$ cat src/rtl/fe_pcs_pkg.sv
// Shared code-group constants and the 5-bit to nibble decoder.
// Assumes code groups are written with the first received bit as MSB.
package fe_pcs_pkg;

    localparam int GRP_W = 5;
    localparam int NIB_W = 4;
    localparam int PAIR_W = 2 * GRP_W;

    localparam logic [PAIR_W-1:0] SSD_PAIR  = 10'b11000_10001;
    localparam logic [GRP_W-1:0]  CG_END    = 5'b01101;
    localparam logic [GRP_W-1:0]  CG_IDLE   = 5'b11111;
    localparam logic [NIB_W-1:0]  PRE_NIB   = 4'b0101;

    typedef enum logic [1:0] {
        K_DATA,
        K_END,
        K_IDLE,
        K_BAD
    } cg_kind_e;

    typedef struct packed {
        cg_kind_e           kind;
        logic [NIB_W-1:0]   nib;
    } cg_dec_t;

    // Classify one code group and return its nibble when it is data.
    function automatic cg_dec_t cg_decode(input logic [GRP_W-1:0] cg);
        cg_dec_t r;
        r.kind = K_DATA;
        r.nib  = '0;
        case (cg)
            5'b11110: r.nib = 4'h0;
            5'b01001: r.nib = 4'h1;
            5'b10100: r.nib = 4'h2;
            5'b10101: r.nib = 4'h3;
            5'b01010: r.nib = 4'h4;
            5'b01011: r.nib = 4'h5;
            5'b01110: r.nib = 4'h6;
            5'b01111: r.nib = 4'h7;
            5'b10010: r.nib = 4'h8;
            5'b10011: r.nib = 4'h9;
            5'b10110: r.nib = 4'hA;
            5'b10111: r.nib = 4'hB;
            5'b11010: r.nib = 4'hC;
            5'b11011: r.nib = 4'hD;
            5'b11100: r.nib = 4'hE;
            5'b11101: r.nib = 4'hF;
            CG_END:   r.kind = K_END;
            CG_IDLE:  r.kind = K_IDLE;
            default:  r.kind = K_BAD;
        endcase
        return r;
    endfunction

endpackage

$ cat src/rtl/fe_line_dec.sv
// Line decoder: turns MLT3 levels (copper) or NRZI bits (fiber) into NRZ.
// Assumes symbols are already sampled on the recovered clock; two cycles latency.
module fe_line_dec #(
    parameter int SYM_W = 2
) (
    input  logic             clk,
    input  logic             rst_n,
    input  logic             fiber_mode,
    input  logic [SYM_W-1:0] line_sym,
    input  logic             line_bit,
    output logic             nrz_out
);

    logic [SYM_W-1:0] sym_prev;
    logic             nrzi_q;
    logic             nrzi_d;

    // Rebuild the NRZI waveform: toggle on every MLT3 level change, or take the fiber bit.
    always_ff @(posedge clk) begin
        sym_prev <= line_sym;
        if (!rst_n) begin
            nrzi_q <= 1'b0;
        end else if (fiber_mode) begin
            nrzi_q <= line_bit;
        end else begin
            nrzi_q <= nrzi_q ^ (line_sym != sym_prev);
        end
    end

    // NRZI to NRZ: a one wherever the NRZI level moved.
    always_ff @(posedge clk) begin
        if (!rst_n) begin
            nrzi_d  <= 1'b0;
            nrz_out <= 1'b0;
        end else begin
            nrzi_d  <= nrzi_q;
            nrz_out <= nrzi_q ^ nrzi_d;
        end
    end

    // a flat MLT3 level leaves the NRZI level unchanged.
    a_r2_flat_level_no_edge: assert property (@(posedge clk) disable iff (!rst_n)
        (!fiber_mode && line_sym == $past(line_sym)) |=> $stable(nrzi_q));

    // in fiber mode the line bit is the NRZI level.
    a_r4_fiber_line_is_nrzi: assert property (@(posedge clk) disable iff (!rst_n)
        fiber_mode |=> (nrzi_q == $past(line_bit)));

endmodule

$ cat src/rtl/fe_descrambler.sv
// Self-synchronising descrambler for the 11-bit key sequence.
// Assumes plain idle is all ones; loads its key register from the line until lock.
module fe_descrambler #(
    parameter int LFSR_W   = 11,
    parameter int TAP_HI   = 10,
    parameter int TAP_LO   = 8,
    parameter int LOCK_RUN = 30
) (
    input  logic clk,
    input  logic rst_n,
    input  logic fiber_mode,
    input  logic nrz_in,
    output logic plain_out,
    output logic locked
);

    localparam int RUN_W = $clog2(LOCK_RUN + 1);
    localparam logic [RUN_W-1:0] RUN_LAST = RUN_W'(LOCK_RUN - 1);

    logic [LFSR_W-1:0] key_sr;
    logic [RUN_W-1:0]  run;
    logic              key_bit;
    logic              plain_bit;

    // Predicted key bit and the descrambled bit it yields.
    always_comb begin
        key_bit   = key_sr[TAP_HI] ^ key_sr[TAP_LO];
        plain_bit = nrz_in ^ key_bit;
    end

    // Track the key stream: load from the line while hunting, free-run once locked.
    always_ff @(posedge clk) begin
        if (!rst_n) begin
            key_sr    <= '0;
            run       <= '0;
            locked    <= 1'b0;
            plain_out <= 1'b0;
        end else if (fiber_mode) begin
            plain_out <= nrz_in;
            locked    <= 1'b1;
        end else if (locked) begin
            key_sr    <= {key_sr[LFSR_W-2:0], key_bit};
            plain_out <= plain_bit;
        end else begin
            key_sr    <= {key_sr[LFSR_W-2:0], ~nrz_in};
            plain_out <= plain_bit;
            if (plain_bit) begin
                run <= run + 1'b1;
                if (run >= RUN_LAST) begin
                    locked <= 1'b1;
                end
            end else begin
                run <= '0;
            end
        end
    end

    // lock, once gained, holds until reset.
    a_r3_lock_sticky: assert property (@(posedge clk) disable iff (!rst_n)
        locked |=> locked);

    // fiber mode passes the NRZ bit through untouched and reads locked.
    a_r4_fiber_passthrough: assert property (@(posedge clk) disable iff (!rst_n)
        fiber_mode |=> (plain_out == $past(nrz_in)) && locked);

endmodule

$ cat src/rtl/fe_cg_align.sv
// Code-group aligner and decoder: finds the start delimiter pair, then slices
// five bits per group and emits one nibble strobe per group.
// Assumes one plain bit per cycle and a lock flag aligned with that bit.
module fe_cg_align
    import fe_pcs_pkg::*;
(
    input  logic             clk,
    input  logic             rst_n,
    input  logic             bit_in,
    input  logic             locked_in,
    output logic [NIB_W-1:0] rxd,
    output logic             rx_stb,
    output logic             rx_dv,
    output logic             rx_er
);

    localparam int CNT_W = $clog2(GRP_W);
    localparam logic [CNT_W-1:0] CNT_LAST = CNT_W'(GRP_W - 1);

    logic [PAIR_W-1:0] win_q;
    logic [PAIR_W-1:0] win_n;
    logic [CNT_W-1:0]  cnt;
    logic              in_frame;
    cg_dec_t           dec;

    // Window including the newest bit, and the decode of its last group.
    always_comb begin
        win_n = {win_q[PAIR_W-2:0], bit_in};
        dec   = cg_decode(win_n[GRP_W-1:0]);
    end

    // Search for the delimiter pair, then decode each completed group.
    always_ff @(posedge clk) begin
        if (!rst_n) begin
            win_q    <= '0;
            cnt      <= '0;
            in_frame <= 1'b0;
            rxd      <= '0;
            rx_stb   <= 1'b0;
            rx_dv    <= 1'b0;
            rx_er    <= 1'b0;
        end else begin
            win_q  <= win_n;
            rx_stb <= 1'b0;
            rx_er  <= 1'b0;
            if (!in_frame) begin
                if (locked_in && win_n == SSD_PAIR) begin
                    in_frame <= 1'b1;
                    cnt      <= '0;
                    rx_dv    <= 1'b1;
                    rx_stb   <= 1'b1;
                    rxd      <= PRE_NIB;
                end
            end else if (cnt == CNT_LAST) begin
                cnt <= '0;
                case (dec.kind)
                    K_DATA: begin
                        rx_stb <= 1'b1;
                        rxd    <= dec.nib;
                    end
                    K_END: begin
                        in_frame <= 1'b0;
                        rx_dv    <= 1'b0;
                    end
                    K_IDLE: begin
                        in_frame <= 1'b0;
                        rx_dv    <= 1'b0;
                        rx_stb   <= 1'b1;
                        rx_er    <= 1'b1;
                    end
                    default: begin
                        rx_stb <= 1'b1;
                        rx_er  <= 1'b1;
                    end
                endcase
            end else begin
                cnt <= cnt + 1'b1;
            end
        end
    end

    // a frame can only open after the descrambler reported lock.
    a_r5_dv_needs_lock: assert property (@(posedge clk) disable iff (!rst_n)
        $rose(rx_dv) |-> $past(locked_in));

    // a frame opens with a preamble nibble strobe.
    a_r6_open_preamble: assert property (@(posedge clk) disable iff (!rst_n)
        $rose(rx_dv) |-> rx_stb && (rxd == PRE_NIB) && !rx_er);

    // a frame closes either silently or on an error strobe.
    a_r10_close_kind: assert property (@(posedge clk) disable iff (!rst_n)
        $fell(rx_dv) |-> (!rx_stb || rx_er));

    // strobes are never back to back.
    a_r11_stb_spaced: assert property (@(posedge clk) disable iff (!rst_n)
        rx_stb |=> !rx_stb);

    // the error flag only accompanies a strobe.
    a_r11_er_with_stb: assert property (@(posedge clk) disable iff (!rst_n)
        rx_er |-> rx_stb);

endmodule

$ cat src/rtl/fe_pcs_rx.sv
// Fast Ethernet PCS receive path: line decode, descramble, align and decode.
// Assumes fiber_mode is held constant between resets.
module fe_pcs_rx
    import fe_pcs_pkg::*;
#(
    parameter int LOCK_RUN = 30,
    parameter int LFSR_W   = 11
) (
    input  logic             clk,
    input  logic             rst_n,
    input  logic             fiber_mode,
    input  logic [1:0]       line_sym,
    input  logic             line_bit,
    output logic [NIB_W-1:0] rxd,
    output logic             rx_stb,
    output logic             rx_dv,
    output logic             rx_er,
    output logic             locked
);

    logic nrz_bit;
    logic plain_bit;

    fe_line_dec #(
        .SYM_W (2)
    ) u_line (
        .clk        (clk),
        .rst_n      (rst_n),
        .fiber_mode (fiber_mode),
        .line_sym   (line_sym),
        .line_bit   (line_bit),
        .nrz_out    (nrz_bit)
    );

    fe_descrambler #(
        .LFSR_W   (LFSR_W),
        .TAP_HI   (LFSR_W - 1),
        .TAP_LO   (LFSR_W - 3),
        .LOCK_RUN (LOCK_RUN)
    ) u_dscr (
        .clk        (clk),
        .rst_n      (rst_n),
        .fiber_mode (fiber_mode),
        .nrz_in     (nrz_bit),
        .plain_out  (plain_bit),
        .locked     (locked)
    );

    fe_cg_align u_align (
        .clk       (clk),
        .rst_n     (rst_n),
        .bit_in    (plain_bit),
        .locked_in (locked),
        .rxd       (rxd),
        .rx_stb    (rx_stb),
        .rx_dv     (rx_dv),
        .rx_er     (rx_er)
    );

endmodule

$ cat config.mk
export PLATFORM = sky130hd
export DESIGN_NAME = fe_pcs_rx
export DESIGN_NICKNAME = d
export VERILOG_FILES = /design/src/rtl/fe_pcs_pkg.sv /design/src/rtl/fe_line_dec.sv /design/src/rtl/fe_descrambler.sv /design/src/rtl/fe_cg_align.sv /design/src/rtl/fe_pcs_rx.sv
export SDC_FILE = /design/constraint.sdc
export NUM_CORES = 1
export LEC_CHECK = 0
export BUFFER_PORTS_ARGS = -buffer_cell sky130_fd_sc_hd__buf_2
export CORE_MARGIN = 1
export CORE_UTILIZATION = 55
export DETAILED_ROUTE_END_ITERATION = 12
export GPL_TIMING_DRIVEN = 0
export PLACE_DENSITY_LB_ADDON = 0.05
export SLEW_MARGIN = 10
export SYNTH_ARGS = -nofsm -noshare
export SYNTH_HDL_FRONTEND = slang
export SYNTH_SLANG_ARGS = --single-unit
$ cat constraint.sdc
create_clock -name clk -period 2.3 [get_ports clk]
set_input_delay 0.46 -clock clk [delete_from_list [all_inputs] [get_ports clk]]
set_output_delay 0.46 -clock clk [all_outputs]
set_load 0.01 [all_outputs]
==> results.py, run 1 <==
metrics = {
    "die": {
        "die_x_um": 60.4,
        "design.die.area_um2": 3650,
        "rows": 20,
        "initial_utilization": 0.595,
        "core_um2": 3150,
        "ios": 14,
        "dieHeight_um": 60.4,
    },
    "clock_tree": {
        "clk_latency_ns": 0.34,
        "cts.sinks": 43,
        "numCtsBuffers": 5,
        "post_cts_resized": 0,
        "cts_tree": "done",
        "cts_buffer_depth": 2,
        "post_cts_buffers": 0,
        "htreeDepth": 2,
        "path_clk_slew_ns": 0.12,
        "cts_root_buffer": "clkbuf_4",
        "hold_buffers": 0,
    },
    "timing": {
        "period_minus_slack_ns": 2.01,
        "setup_viol": 0,
        "hold_violations": 0,
        "fin_crit_sh": 0.875,
        "rsz0062_at_grt": "no",
        "fmax_ghz": 0.497,
        "maxSlewHeadroom": 0.642,
        "maxSlewViolCount": 0,
        "tns_ns": 0,
        "tightest_slew_ns": 0.534,
        "worst_clock_skew_ns": 0.0109,
    },
    "pwr": {
        "pwr-share-clk": 0.340,
        "p_leak_uw": 0.000840,
        "peakVddDrop_mv": 0.358,
        "p_sw_uw": 282,
        "comb_power_share": 0.061,
        "pwr_density_cell_nw_per_um2": 633,
        "swShare": 0.216,
        "power.total_uw": 1300,
        "p_int_uw": 1020,
        "seq_power_share": 0.598,
    },
    "routing": {
        "drt-initial-drc-count": 92,
        "num_vias": 1316,
        "drt-total-wl_um": 3160,
        "top_layer": "met4",
        "m1WireLength_um": 1520,
        "wl_per_cell_um": 12.7,
        "drc": 0,
        "wl_met2_um": 1440,
        "ant_nets": 0,
        "dr.pass1.iters": 4,
        "wl_met3_um": 131,
        "viasPerCell": 5.31,
    },
    "logic_synthesis": {
        "synthFlopType": "dfxtp_1",
        "syn_nets": 197,
        "syn_inst": 185,
        "avgSynthCellArea_um2": 10.1,
        "yosys_warnings": 0,
        "ys_ff_latch": 43,
        "syn_area_um2": 1880,
        "ys_types": 41,
        "synth_edf_count": 0,
        "synth_area_leader_cell": "dfxtp_1",
        "ys_seq_area_frac": 0.459,
        "synth_commonest_cells": "43 x dfxtp_1, 14 x and2_1, 11 x nor2_1, 11 x nor2b_1, 11 x xor2_1",
        "synth_top_area_share": 0.459,
        "synthArstFlopShare": 0,
        "synth_most_common_cell": "dfxtp_1",
        "synth_area_leaders": "dfxtp_1 46%, mux2i_1 5.3%, xor2_1 5.1%, and2_1 4.7%, ha_1 4.0%",
    },
    "critical_path": {
        "crit-reg2reg-launch": "u_align.win_q[0]",
        "reg2reg_depth": 7,
        "rr_endpoint": "u_align.rxd[2]",
        "max_stage_delay_ns": 0.43,
        "crit_start": "u_align.win_q[0]",
        "slowest_stage": "dfxtp_1",
        "cp-end-kind": "register",
        "crit_top_cell": "o21ai_0",
        "worstSetupPathType": "register to register",
        "start_kind": "register",
        "path_cells": "buf_2, o21ai_0, o21ai_0, ha_1, and2_1, o21ai_0, o311a_1",
        "r2r_slack_ns": 0.29,
        "cp-endpoint": "u_align.rxd[2]",
        "worstPathArrival_ns": 2.25,
        "cp_max_fo": 10,
        "critPathRequiredTime_ns": 2.54,
    },
    "run_status": {
        "outcome": "completed",
    },
    "worst_hold_path": {
        "min_path_type": "input port to register",
    },
    "global_route": {
        "grt_overflow": 0,
        "grt_use_total": 0.208,
        "grt_pass1_wl_um": 5520,
        "grt_pass1_vias": 1282,
        "grt_max_degree": 13,
        "antenna_found_initial": 0,
    },
    "cells_and_area": {
        "num_antenna_cells": 0,
        "drive_gt1_frac": 0.162,
        "area_growth_pct": 9.94,
        "final_area_um2": 2060,
        "nNetsFinal": 216,
        "utilization": 0.654,
    },
    "job": {
        "cap_violations": 0,
    },
    "place": {
        "numPortBuffers": 12,
        "dp_hpwl_um": 2320,
        "place_congestion": 0.837,
        "placed_area_um2": 1990,
    },
}
## sequential cells by signal (all words and copies together) (netlist names)
signal            count
u_line.sym_prev       2
u_align.cnt           3
u_align.rx_stb        1
u_dscr.run            5
u_line.nrzi_d         1
u_align.rx_er         1
u_dscr.locked         1
u_align.win_q         9
u_line.nrz_out        1
u_dscr.plain_out      1
u_line.nrzi_q         1
u_align.rx_dv         1
u_align.in_frame      1
u_dscr.key_sr        11
u_align.rxd           4
## power groups by stage
stage	Combinational, uW	Clock, uW	Sequential (uW)
6_report	80.1	444	780
5_1_grt	89.8	492	784
4_1_cts	81.1	459	781
3_5_place_dp	80.6	0	797
3_3_place_gp	77.0	0	796
2_1_floorplan	61.6	0	793
## worst max-delay path: cells and delay by family (launching register included)
family / cells / cell delay (ns)
flip-flops: 1 / 0.43
AO/OA/AOI/OAI: 4 / 0.77
AND/OR/NAND/NOR: 1 / 0.22
adder cells (fa/ha/maj): 1 / 0.24
buffers and inverters: 1 / 0.25
## per-stage QoR
step | setup slack, ns | instances | hold slack [ns]
final | 0.287 | 248 | 0.238
after global routing | 0.141 | 248 | 0.209
after floorplan | 0.597 | 185 | 0.421
after detailed placement | 0.385 | 241 | 0.447
after CTS | 0.300 | 248 | 0.225
after global placement | 0.393 | 241 | 0.437
## routing by layer
metal,up-vias,track usage
met2,27,0.344
met4,0,0.0963
met1,606,0.255
li1,676,-
met3,7,0.0512
met5,-,0
## cells by family after synthesis
kind of cell,share of synthesized area
simple gates,0.246
xor+xnor,0.0607
buf+inv,0.0300
flops,0.459
fa+ha+maj,0.0400
mux,0.0534
compound gates,0.111
## layout by cell type, fill, tap and decap left out, drive strengths merged, types with 2 or more instances in the layout
master / instances
nor2b: 12
xnor2: 2
nand3: 6
nand3b: 2
nand2: 10
ha: 6
a21oi: 2
a211oi: 2
nand4bb: 2
o311a: 2
o21ai: 8
clkbuf: 9
o22ai: 2
and2: 14
a21o: 2
o21a: 3
nor2: 11
or3: 2
dfxtp: 43
inv: 4
and3: 2
mux2i: 10
buf: 18
xor2: 11
nand2b: 3
nand4: 4
## final cells by class
type / instances / area [um^2]
Clock buffer: 6 / 41.3
Timing Repair Buffer: 12 / 60.1
Fill cell: 287 / 1090
Clock inverter: 1 / 30.0
Buffer: 9 / 41.3
Tap cell: 44 / 55.1
Inverter: 4 / 15.0
Sequential cell: 43 / 861
Multi-Input combinational cell: 129 / 958
## worst min path at each step
stage | startpoint | to | slack, ns | cells past startpoint
floorplan | u_align.win_q[4] | u_align.win_q[5] | 0.42 | 1
global placement | u_align.win_q[6] | u_align.win_q[7] | 0.44 | 1
detailed placement | u_align.win_q[5] | u_align.win_q[6] | 0.45 | 1
CTS | line_sym[0] | u_line.sym_prev[0] | 0.22 | 1
global route | line_sym[1] | u_line.sym_prev[1] | 0.21 | 1
finish | line_sym[0] | u_line.sym_prev[0] | 0.24 | 1
No activity file was read; power rests on OpenSTA's default activity.
==> inputs of run 2 (changes only) <==
--- a/config.mk
+++ b/config.mk
@@ -8,10 +8,12 @@
 export BUFFER_PORTS_ARGS = -buffer_cell sky130_fd_sc_hd__buf_2
 export CORE_MARGIN = 1
 export CORE_UTILIZATION = 55
+export CTS_BUF_LIST = sky130_fd_sc_hd__clkbuf_4 sky130_fd_sc_hd__clkbuf_8 sky130_fd_sc_hd__clkbuf_16
 export DETAILED_ROUTE_END_ITERATION = 12
 export GPL_TIMING_DRIVEN = 0
 export PLACE_DENSITY_LB_ADDON = 0.05
 export SLEW_MARGIN = 10
 export SYNTH_ARGS = -nofsm -noshare
 export SYNTH_HDL_FRONTEND = slang
+export SYNTH_HIERARCHICAL = 1
 export SYNTH_SLANG_ARGS = --single-unit
==> run 2 against run 1 <==
Net effect: global-route usage up 0.30 points; first-iteration DRC count down 42%; sequential cell count unchanged; synthesized cell count up 1.1%; die area down 2.3%; via count up 3.5%; register-to-register slack better by 0.13 ns; clock skew up 0.0013 ns; sequential power about the same; worst hold slack worse by 0.0079 ns; critical path type unchanged; largest power group unchanged.
==> results.py, run 2 <==
metrics = {
    "timing": {
        "fmax_ghz": 0.531,
        "rsz0062_at_grt": "no",
        "maxSlewHeadroom": 0.727,
        "tightest_slew_ns": 0.405,
        "maxSlewViolCount": 0,
        "tns_ns": 0,
        "postLayoutSetupSlackWorst_ns": 0.418,
        "fin_crit_sh": 0.818,
        "setup_viol": 0,
        "hold_violations": 0,
        "worst_clock_skew_ns": 0.0121,
        "period_minus_slack_ns": 1.88,
    },
    "global_route": {
        "grt_use_total": 0.211,
        "grt_pass1_vias": 1254,
        "grt_pass1_wl_um": 5490,
        "grt_overflow": 0,
        "grt_max_degree": 14,
        "antenna_found_initial": 0,
    },
    "clock_tree": {
        "htreeDepth": 2,
        "cts_tree": "done",
        "cts_root_buffer": "clkbuf_4",
        "hold_buffers": 0,
        "numCtsBuffers": 5,
        "post_cts_resized": 0,
        "post_cts_buffers": 0,
        "path_clk_slew_ns": 0.11,
        "cts.sinks": 43,
        "clk_latency_ns": 0.35,
        "cts_buffer_depth": 2,
    },
    "pwr": {
        "peakVddDrop_mv": 0.610,
        "pwr_density_cell_nw_per_um2": 664,
        "p_leak_uw": 0.000850,
    },
    "cells_and_area": {
        "seq_area_um2": 861,
        "mostFrequentLayoutCell": "dfxtp_1",
        "top_register": "u_dscr/key_sr",
        "multiInputGateArea_um2": 910,
        "layout_common_cells": "43 x dfxtp_1, 20 x nor2_1, 16 x buf_2",
        "largest_reg_flops": 11,
        "num-fill-cells": 283,
        "area_growth_pct": 11.3,
        "num_antenna_cells": 0,
        "nNetsFinal": 219,
        "largestRegisters": "u_dscr/key_sr: 11 flops, u_align/win_q: 9 flops, u_dscr/run: 5 flops",
        "drive_gt1_frac": 0.163,
    },
    "logic_synthesis": {
        "syn_nets": 199,
        "synth_most_common_cell": "dfxtp_1",
        "ys_types": 40,
        "ys_seq_area_frac": 0.470,
        "synth_edf_count": 0,
        "synthFlopType": "dfxtp_1",
        "syn_area_um2": 1830,
        "synth_commonest_cells": "43 x dfxtp_1, 20 x nor2_1, 13 x and2_1",
        "synth_area_leader_cell": "dfxtp_1",
        "synthArstFlopShare": 0,
        "yosys_warnings": 6,
        "avgSynthCellArea_um2": 9.79,
        "synth_area_leaders": "dfxtp_1 47%, mux2i_1 5.5%, and2_1 4.4%, ha_1 4.1%, nor2_1 4.1%",
        "synth_top_area_share": 0.470,
        "ys_ff_latch": 43,
        "syn_inst": 187,
    },
    "critical_path": {
        "path_cells": "buf_2, o21ai_0, o21ai_0, ha_1, and2_1, o21ai_0, o311a_1",
        "start_kind": "register",
        "cp-end-kind": "register",
        "worstSetupPathType": "register to register",
        "critical_path_buf_inv_count": 1,
        "worstPathArrival_ns": 2.12,
        "slowest_stage": "dfxtp_1",
        "path_delay_family": "compound AO/OA/AOI/OAI gates",
        "cp_max_fo": 10,
        "crit_top_cell": "o21ai_0",
        "max_stage_delay_ns": 0.37,
        "critPathRequiredTime_ns": 2.54,
    },
    "routing": {
        "m1WireLength_um": 1630,
        "viasPerCell": 5.40,
        "wl_per_cell_um": 12.4,
        "drt-total-wl_um": 3130,
        "ant_nets": 0,
        "drt-initial-drc-count": 53,
        "wl_met2_um": 1350,
        "dr.pass1.iters": 4,
        "top_layer": "met4",
        "drc": 0,
        "num_vias": 1362,
        "wl_met3_um": 116,
    },
    "die": {
        "initial_utilization": 0.590,
        "die_x_um": 59.7,
        "ios": 14,
        "dieHeight_um": 59.7,
        "core_um2": 3100,
        "rows": 20,
        "design.die.area_um2": 3560,
    },
    "place": {
        "numPortBuffers": 13,
        "place_congestion": 0.836,
        "place_ws_ns": 0.434,
        "dp_hpwl_um": 2280,
    },
    "run_status": {
        "outcome": "completed",
    },
    "job": {
        "cap_violations": 0,
    },
    "worst_hold_path": {
        "min_path_type": "input port to register",
    },
}
run 2: cell types whose count changed in the layout (fill, tap and decap cells not counted), moves of 2 or more:
cell	before	now
buf_2	18	16
a31o_2	0	4
nor2b_1	11	2
nor2_1	11	20
inv_1	4	6
nand4bb_1	0	2
xor2_1	11	6
a21oi_1	2	5
or3_1	2	4
nand2b_1	2	0
run 2: path summary, 6_finish.rpt:
kind	depth (start not counted)	slack (ns)	start	end
max	7	0.42	u_align/win_q[0]	u_align/rxd[2]
min	1	0.23	line_sym[1]	u_line/sym_prev[1]
max reg2reg	7	0.42	u_align/win_q[0]	u_align/rxd[2]
min reg2reg	2	0.47	u_dscr/key_sr[0]	u_dscr/key_sr[0]
run 2: kinds of logic after synthesis:
kind of cell	synth area share
simple gates	0.218
flops	0.470
compound gates	0.127
buf+inv	0.0328
xor+xnor	0.0561
mux	0.0547
fa+ha+maj	0.0410
run 2: layer usage:
metal / vias to the layer above / track usage
li1: 696 / -
met1: 641 / 0.284
met2: 20 / 0.313
met3: 5 / 0.0714
met4: 0 / 0.0797
met5: - / 0
run 2: layout make-up:
cell class,count,share of cell area
plain buffers,7,0.0184
clock buffers,6,0.0252
clock inverters,2,0.0172
inverters,6,0.0111
multi-input cells,131,0.447
flip-flops and latches,43,0.423
well taps,44,0.0270
repair buffers,13,0.0319
run 2: metrics by stage:
step           utilization  area, um^2  total power (uW)  cells  hold slack (ns)
2_1_floorplan            -        1830               851    187            0.422
3_3_place_gp         0.629        1950               871    244            0.428
3_5_place_dp         0.629        1950               876    244            0.455
4_1_cts              0.656        2040              1370    252            0.212
5_1_grt              0.656        2040              1410    252            0.201
6_report             0.656        2040              1350    252            0.231
run 2: report_power, final:
part	switching (uW)	internal (uW)	total (uW)
sequential	16.5	762	778
combinational	43.3	36.8	80.2
clock	238	257	495
total	297	1060	1350
==> inputs of run 3 (changes only) <==
==> constraint.sdc (replaced) <==
create_clock -name clk -period 1.85 [get_ports clk]
set_input_delay 0.37 -clock clk [delete_from_list [all_inputs] [get_ports clk]]
set_output_delay 0.37 -clock clk [all_outputs]
set_load 0.01 [all_outputs]
==> run 3 against run 2 <==
Net effect: critical endpoint unchanged; clock skew rose by 0.0011 ns; sequential cell count unchanged; cell area is 0.37% higher; via count increased by 0.15%; clock-buffer cell count unchanged; first-iteration DRC count rose by 42%; global-route usage stayed put.
==> results.py, run 3 (synthesis gave the netlist of run 2 again) <==
metrics = {
    "cells_and_area": {
        "nNetsFinal": 219,
        "drive_gt1_frac": 0.173,
        "seq_area_um2": 862,
        "final_cells": 252,
        "largest_reg_flops": 11,
        "final_area_um2": 2040,
        "num_antenna_cells": 0,
        "multiInputGateArea_um2": 913,
        "top_register": "u_dscr/key_sr",
        "area_growth_pct": 11.7,
        "largestRegisters": "u_dscr/key_sr: 11 flops, u_align/win_q: 9 flops, u_dscr/run: 5 flops",
        "num-fill-cells": 282,
        "mostFrequentLayoutCell": "dfxtp_1",
        "layout_common_cells": "42 x dfxtp_1, 20 x nor2_1, 15 x buf_2",
    },
    "critical_path": {
        "cp-end-kind": "register",
        "cp_max_fo": 10,
        "worstSetupPathType": "register to register",
        "path_delay_family": "compound AO/OA/AOI/OAI gates",
        "crit-reg2reg-launch": "u_align/win_q[0]",
        "slowest_stage": "dfxtp_1",
        "start_kind": "register",
        "crit_start": "u_align/win_q[0]",
        "r2r_slack_ns": 0.12,
        "critPathRequiredTime_ns": 2.09,
        "critical_path_buf_inv_count": 1,
        "path_cells": "buf_4, nand4_1, o211ai_1, o21ai_2, ha_1, and2_1, o311a_1",
        "max_stage_delay_ns": 0.37,
        "worstPathArrival_ns": 1.97,
    },
    "die": {
        "rows": 20,
        "die_x_um": 59.7,
        "design.die.area_um2": 3560,
        "dieHeight_um": 59.7,
        "ios": 14,
        "initial_utilization": 0.590,
        "core_um2": 3100,
    },
    "worst_hold_path": {
        "hold_start": "line_sym[1]",
        "min_path_type": "input port to register",
    },
    "pwr": {
        "p_int_uw": 1310,
        "pwr_density_cell_nw_per_um2": 823,
        "p_sw_uw": 370,
        "comb_power_share": 0.060,
        "peakVddDrop_mv": 0.758,
        "swShare": 0.220,
        "p_leak_uw": 0.000853,
        "seq_power_share": 0.575,
        "pwr-share-clk": 0.365,
    },
    "timing": {
        "hold_violations": 0,
        "setup_viol": 0,
        "period_minus_slack_ns": 1.73,
        "tightest_slew_ns": 0.422,
        "worst_clock_skew_ns": 0.0132,
        "maxSlewHeadroom": 0.718,
        "maxSlewViolCount": 0,
        "tns_ns": 0,
        "fin_crit_sh": 0.933,
        "rsz0062_at_grt": "no",
        "fmax_ghz": 0.579,
    },
    "run_status": {
        "outcome": "completed",
    },
    "routing": {
        "drt-total-wl_um": 3160,
        "ant_nets": 0,
        "dr.pass1.iters": 4,
        "drc": 0,
        "wl_per_cell_um": 12.5,
        "viasPerCell": 5.41,
        "num_vias": 1364,
        "drt-initial-drc-count": 75,
    },
    "place": {
        "dp_hpwl_um": 2280,
        "placed_cells_incl_taps": 244,
        "place_congestion": 0.836,
        "numPortBuffers": 13,
        "placed_area_um2": 1950,
    },
    "global_route": {
        "grt_use_total": 0.211,
        "grt_max_degree": 14,
        "antenna_found_initial": 0,
        "grt_pass1_wl_um": 5490,
        "grt_pass1_vias": 1254,
        "grt_overflow": 0,
    },
    "clock_tree": {
        "cts_root_buffer": "clkbuf_4",
        "htreeDepth": 2,
        "cts_buffer_depth": 2,
        "path_clk_slew_ns": 0.11,
        "numCtsBuffers": 5,
        "cts_tree": "done",
        "hold_buffers": 0,
        "clk_latency_ns": 0.35,
        "cts.sinks": 43,
    },
    "job": {
        "cap_violations": 0,
    },
}
-- run 3: cell types whose count changed in the layout (fill, tap and decap cells not counted) --
cell	previous run	this run
buf_2	16	15
o21ai_2	1	2
o21ai_0	9	6
dfxtp_2	0	1
o21ai_1	0	2
buf_4	0	1
dfxtp_1	43	42
-- run 3: worst reg2reg max path: stages, from the launching register on --
cell      delay (ns)
dfxtp_1         0.37
buf_4           0.18
nand4_1         0.10
o211ai_1        0.12
o21ai_2         0.11
ha_1            0.20
and2_1          0.19
o311a_1         0.35
-- run 3: timing repair --
action | 4_1_cts | 5_1_grt
gates cloned | 0 | 0
setup endpoints to repair | 2 | 3
resized for setup | 1 | 6
buffers inserted | 0 | 0
-- run 3: power groups by stage --
| stage | combinational [uW] | clock (uW) | sequential [uW] |
|---|---|---|---|
| 2_1_floorplan | 73.5 | 0 | 984 |
| 3_3_place_gp | 95.4 | 0 | 987 |
| 3_5_place_dp | 99.9 | 0 | 989 |
| 4_1_cts | 100 | 631 | 968 |
| 5_1_grt | 111 | 674 | 972 |
| 6_report | 101 | 614 | 968 |
-- run 3: path summary, 6_finish.rpt --
| check | end | cells past startpoint |
|---|---|---|
| worst min register to register | u_dscr/key_sr[0] | 2 |
| worst max register to register | u_align/rxd[2] | 7 |
| worst min-delay path | u_line/sym_prev[1] | 1 |
| worst max-delay path | u_align/rxd[2] | 7 |
-- run 3: per-layer routing --
| layer | vias to the layer above | track usage | wire, um |
|---|---|---|---|
| met2 | 28 | 0.313 | 1350 |
| met4 | 0 | 0.0797 | 37 |
| met1 | 639 | 0.284 | 1630 |
| met5 | - | 0 | 0 |
| met3 | 5 | 0.0714 | 143 |
| li1 | 692 | - | - |
-- run 3: layout make-up --
class                   instances  share of cell area
clock buffers                   6              0.0251
plain buffers                   7              0.0196
clock inverters                 2              0.0171
well taps                      44              0.0269
multi-input cells             131               0.447
flip-flops and latches         43               0.422
repair buffers                 13              0.0318
inverters                       6              0.0110
-- run 3: per-stage QoR --
| stage | power [uW] | hold WS [ns] | setup WS, ns | util |
|---|---|---|---|---|
| 2_1_floorplan | 1060 | 0.398 | 0.211 | - |
| 3_3_place_gp | 1080 | 0.428 | 0.0500 | 0.629 |
| 3_5_place_dp | 1090 | 0.455 | -0.0164 | 0.629 |
| 4_1_cts | 1700 | 0.122 | 0.00951 | 0.656 |
| 5_1_grt | 1760 | 0.111 | 0.0239 | 0.659 |
| 6_report | 1680 | 0.140 | 0.123 | 0.659 |
